[config.mk]
export PLATFORM = sky130hd
export DESIGN_NAME = nof32_gate
export DESIGN_NICKNAME = d
export VERILOG_FILES = /design/src/rtl/nof32_gate_pkg.sv /design/src/rtl/nof32_prediv.sv /design/src/rtl/nof32_gate_ctrl.sv /design/src/rtl/nof32_gate_dp.sv /design/src/rtl/nof32_gate.sv
export SDC_FILE = /design/constraint.sdc
export NUM_CORES = 1
export LEC_CHECK = 0
export ABC_CLOCK_PERIOD_IN_PS = 3550
export BUFFER_PORTS_ARGS = -buffer_cell sky130_fd_sc_hd__clkbuf_2
export CAP_MARGIN = 20
export CORE_MARGIN = 1.5
export CORE_UTILIZATION = 31
export CTS_CLUSTER_DIAMETER = 150
export DETAILED_ROUTE_END_ITERATION = 8
export GPL_TIMING_DRIVEN = 0
export PLACE_DENSITY = 0.57
export SLEW_MARGIN = 20
export SYNTH_ARGS = -nofsm -noshare
export SYNTH_HDL_FRONTEND = slang
export SYNTH_SLANG_ARGS = --single-unit
[constraint.sdc]
create_clock -name clk -period 3.55 [get_ports clk]
set_input_delay 1.065 -clock clk [delete_from_list [all_inputs] [get_ports clk]]
set_output_delay 1.065 -clock clk [all_outputs]
set_load 0.005 [all_outputs]
[src/rtl/nof32_gate_pkg.sv]
package nof32_gate_pkg;

  localparam int WIN_TICKS = 32;
  localparam int CODE_W    = 5;
  localparam int REG_W     = 32;
  localparam int KICK_BIT  = 31;

  // Strobes from control to datapath
  typedef struct packed {
    logic tick;    // one predivided step
    logic winEnd;  // tick that closes the 32-tick window
    logic load;    // winEnd with a pending commit
  } gateStrb_t;

endpackage

[src/rtl/nof32_prediv.sv]
module nof32_prediv #(
  parameter int FIXED_DIV = 1
) (
  input  logic clk,
  input  logic rstN,
  output logic tick
);

  localparam int CNT_W = (FIXED_DIV > 1) ? $clog2(FIXED_DIV) : 1;

  generate
    if (FIXED_DIV == 1) begin : g_bypass
      assign tick = 1'b1;
    end else begin : g_count
      logic [CNT_W-1:0] preCnt;
      localparam logic [CNT_W-1:0] LAST = CNT_W'(FIXED_DIV - 1);

      always_ff @(posedge clk) begin
        if (!rstN) begin
          preCnt <= '0;
        end else if (preCnt == LAST) begin
          preCnt <= '0;
        end else begin
          preCnt <= preCnt + 1'b1;
        end
      end

      assign tick = (preCnt == LAST);
    end
  endgenerate

endmodule

[src/rtl/nof32_gate_ctrl.sv]
module nof32_gate_ctrl
  import nof32_gate_pkg::*;
#(
  parameter int ADDR_W    = 4,
  parameter int RATE_ADDR = 0,
  parameter int KICK_ADDR = 1,
  parameter int FIELD_LSB = 0
) (
  input  logic              clk,
  input  logic              rstN,
  input  logic              regWr,
  input  logic [ADDR_W-1:0] regAddr,
  input  logic [REG_W-1:0]  regWrData,
  output logic [REG_W-1:0]  regRdData,
  input  logic              tick,
  output gateStrb_t         strb,
  output logic [CODE_W-1:0] newCode,
  output logic              kickBusy
);

  localparam logic [ADDR_W-1:0] RATE_A  = ADDR_W'(RATE_ADDR);
  localparam logic [ADDR_W-1:0] KICK_A  = ADDR_W'(KICK_ADDR);
  localparam int                WCNT_W  = $clog2(WIN_TICKS);
  localparam logic [WCNT_W-1:0] WLAST   = WCNT_W'(WIN_TICKS - 1);

  logic [REG_W-1:0]  rateReg;
  logic [WCNT_W-1:0] winCnt;
  logic              loadDly;
  logic              rateWr;
  logic              kickWr;

  assign rateWr = regWr && (regAddr == RATE_A);
  assign kickWr = regWr && (regAddr == KICK_A) && regWrData[KICK_BIT];

  // Shared rate register: all bits stored
  always_ff @(posedge clk) begin
    if (!rstN) begin
      rateReg <= '0;
    end else if (rateWr) begin
      rateReg <= regWrData;
    end
  end

  assign newCode = rateReg[FIELD_LSB +: CODE_W];

  // Window position in ticks
  always_ff @(posedge clk) begin
    if (!rstN) begin
      winCnt <= '0;
    end else if (tick) begin
      winCnt <= winCnt + 1'b1;
    end
  end

  always_comb begin
    strb.tick   = tick;
    strb.winEnd = tick && (winCnt == WLAST);
    strb.load   = strb.winEnd && kickBusy;
  end

  // Busy flag: set by software, cleared the cycle after the apply
  always_ff @(posedge clk) begin
    if (!rstN) begin
      loadDly  <= 1'b0;
      kickBusy <= 1'b0;
    end else begin
      loadDly <= strb.load;
      if (loadDly) begin
        kickBusy <= 1'b0;
      end else if (kickWr) begin
        kickBusy <= 1'b1;
      end
    end
  end

  always_comb begin
    regRdData = '0;
    if (regAddr == RATE_A) begin
      regRdData = rateReg;
    end else if (regAddr == KICK_A) begin
      regRdData[KICK_BIT] = kickBusy;
    end
  end

endmodule

[src/rtl/nof32_gate_dp.sv]
module nof32_gate_dp
  import nof32_gate_pkg::*;
(
  input  logic              clk,
  input  logic              rstN,
  input  gateStrb_t         strb,
  input  logic [CODE_W-1:0] newCode,
  output logic              clkEn,
  output logic [CODE_W-1:0] curCode
);

  // acc holds the fractional phase (0..31); sum tops out at 63
  logic [CODE_W-1:0] acc;
  logic [CODE_W:0]   mult;
  logic [CODE_W:0]   sum;

  assign mult = (CODE_W+1)'(WIN_TICKS) - {1'b0, curCode};
  assign sum  = {1'b0, acc} + mult;

  always_ff @(posedge clk) begin
    if (!rstN) begin
      acc     <= '0;
      clkEn   <= 1'b0;
      curCode <= '0;
    end else begin
      clkEn <= strb.tick && sum[CODE_W];
      if (strb.tick) begin
        acc <= sum[CODE_W-1:0];
      end
      if (strb.load) begin
        curCode <= newCode;
      end
    end
  end

endmodule

[src/rtl/nof32_gate.sv]
module nof32_gate
  import nof32_gate_pkg::*;
#(
  parameter int FIXED_DIV = 1,
  parameter int ADDR_W    = 4,
  parameter int RATE_ADDR = 0,
  parameter int KICK_ADDR = 1,
  parameter int FIELD_LSB = 0
) (
  input  logic              clk,
  input  logic              rstN,
  input  logic              regWr,
  input  logic [ADDR_W-1:0] regAddr,
  input  logic [31:0]       regWrData,
  output logic [31:0]       regRdData,
  output logic              clkEn
);

  logic              tick;
  gateStrb_t         strb;
  logic [CODE_W-1:0] newCode;
  logic [CODE_W-1:0] activeCode;
  logic              kickBusy;

  nof32_prediv #(.FIXED_DIV(FIXED_DIV)) u_prediv (
    .clk  (clk),
    .rstN (rstN),
    .tick (tick)
  );

  nof32_gate_ctrl #(
    .ADDR_W    (ADDR_W),
    .RATE_ADDR (RATE_ADDR),
    .KICK_ADDR (KICK_ADDR),
    .FIELD_LSB (FIELD_LSB)
  ) u_ctrl (
    .clk       (clk),
    .rstN      (rstN),
    .regWr     (regWr),
    .regAddr   (regAddr),
    .regWrData (regWrData),
    .regRdData (regRdData),
    .tick      (tick),
    .strb      (strb),
    .newCode   (newCode),
    .kickBusy  (kickBusy)
  );

  nof32_gate_dp u_dp (
    .clk     (clk),
    .rstN    (rstN),
    .strb    (strb),
    .newCode (newCode),
    .clkEn   (clkEn),
    .curCode (activeCode)
  );

endmodule

==> impl_metrics.ini <==
[status]
status = finished clean

[placed_design]
gp_congestion = 0.746
place.port_buffers = 70
place_hpwl_um = 3940
placed_cells = 428
pre_cts_slack_ps = 56.6

[clock_tree]
cts_setup_buffers = 0
cts_root_buf = clkbuf_8
cts.sinks = 50
cts.htree.levels = 2
cts_tree = built
clkSlewWorstSetupHoldPaths_ps = 100
numCtsBuffers = 5
clock_latency_ps = 310
max-clock-path-buffers = 2
hold_buffers = 0

[die]
num_rows = 30
dieArea_mm2 = 0.00776
start_util = 0.325
core-area_mm2 = 0.00691
chipWidth_um = 88.1
io_pins = 72
die_h_um = 88.1

[timing]
skew_ps = 3.75
hold_viol_final = 0
rsz0062_at_grt = false
min_period_ps = 3320
finalSetupViolations = 0
finalCritPeriodShare = 0.937
post-route-worst-setup-slack_ps = 225
tns_ps = 0
worstMarginPinSlew_ps = 503
worst_hold_slack_ps = 395
slew_violations = 0
maxSlewHeadroom = 0.665
fmax_ghz = 0.301

[power_and_ir_drop]
powerDensity_mw_per_mm2 = 375
ir_drop_mv = 0.125
p_total_uw = 1060
p_leak_uw = 0.00125

[grt]
grt_start_max_net_pins = 18
antenna_found_initial = 0
overflow = 0
grt_usage = 0.149
grt_first_pass_wirelength_um = 9000
grt_pass1_vias = 1911

[layout]
drive_above_1_share = 0.297
nFillCells = 775
n_antenna_cell = 0
layout.cells.non_filler = 436
area.growth.synth_to_final_pct = 26.3
multi_input_area_mm2 = 0.00110
nNetsFinal = 386
seq_area_mm2 = 0.00100

[synth]
syn_inst = 262
synth_cell_types = 31
synth_commonest_cells = dfxtp_1, nand2_1, nand3_1
yosysMostFrequentCell = dfxtp_1
yosys.area.top_type = dfxtp_1
yosysSeqAreaShare = 0.446
synth_edf_count = 0
yosysWarnings = 0
netlist_area_mm2 = 0.00224
async_flop_share = 0
synth_top_area_frac = 0.446
ys.flop_type = dfxtp_1
avgSynthCellArea_um2 = 8.57
synth.area.top_cells = dfxtp_1, and2_1, nand3_1, nand2_1, o21ai_1
synth_nets = 309
synth-seq-cells = 50

[detailed_routing]
wl_per_cell_um = 11.9
initialDrtViolationCount = 89
drc_errors = 0
avgViaCountPerCell = 4.51
dr.pass1.iters = 4
vias = 1967
totalWireLength_um = 5170
ant_nets = 0

[setup_path]
cpPeakStageDelay_ps = 480
crit_top_cell = clkbuf_2
end_kind = output pin
cp_max_fo = 10
start_kind = input port
cp.arrival_ps = 2260
crit_chain = clkbuf_2 > nor4_4 > clkbuf_2 > and2_1 > clkbuf_2
slowest_stage = nor4_4
criticalPathCategory = input port to output pin
required_ps = 2480

[run]
cap_violations = 0

[hold_path]
hold_class = flop to flop
## cell usage in the layout (no fill, tap or decap), types with 7 or more instances in the layout
master and instances:
o21ai_2 7, clkbuf_2 73, dfxtp_1 50, ha_1 7, o21ai_1 25, nand3_1 36, nand2_1 39, and2_1 35
clkbuf_1 8
## registers in the layout, indices dropped and copies added, names as in the netlist
signal / flops
u_dp.acc: 5
u_ctrl.kickBusy: 1
u_ctrl.winCnt: 5
u_ctrl.rateReg: 32
u_dp.clkEn: 1
u_dp.curCode: 5
u_ctrl.loadDly: 1
## cell type report
class,count,share of cell area
Multi-Input combinational cell,187,0.389
Buffer,19,0.0428
Clock buffer,5,0.0243
Tap cell,96,0.0424
Timing Repair Buffer,70,0.124
Clock inverter,3,0.0168
Inverter,6,0.00794
Sequential cell,50,0.353
## final timing paths
path / startpoint / to / slack [ps] / depth (start not counted)
max: regAddr[0] / regRdData[23] / 230 / 5
max reg2reg: u_dp.acc[0] / u_dp.acc[4] / 1940 / 7
min reg2reg: u_ctrl.loadDly / u_ctrl.kickBusy / 390 / 1
min: u_ctrl.loadDly / u_ctrl.kickBusy / 390 / 1
## stage by stage
step	cell area, µm²	util
after floorplan	2240	-
after global placement	2720	0.393
after detailed placement	2720	0.393
after CTS	2830	0.410
after global routing	2840	0.411
final	2840	0.411
## cells by family after synthesis
kind of cell / Yosys count / synth area share
DFF: 50 / 0.446
xor gates and xnor gates: 3 / 0.0117
AOI/OAI and AO/OA: 43 / 0.116
adders and majority gates: 8 / 0.0479
buffers and inverters: 25 / 0.0624
and+or+nand+nor: 133 / 0.316
## layer usage
metal  share of wire  vias up  wire length, µm  global-route usage
met4           0.018        0               92              0.0483
met3           0.054        7              279              0.0349
met5               0        -                0                   0
li1                -     1025                -                   -
met1            0.46      887             2390               0.198
met2            0.47       48             2410               0.240
## power by group
part	leakage [µW]	switching, µW	total (µW)	internal (µW)
Clock	0.0000591	203	419	215
Sequential	0.000404	4.25	573	569
Combinational	0.000786	40.9	72.1	31.2
## worst max-delay path, delay by kind of cell
family	cells	cell delay, ps
buffers and inverters	3	520
and+or+nand+nor	2	660
## what timing repair did
| action | 4_1_cts | 5_1_grt |
|---|---|---|
| setup endpoints to repair | 0 | 8 |
| endpoints found under the hold margin | 0 | 0 |
| gates resized for setup | 0 | 6 |
Note: power is estimated with default switching activity, not from simulation.
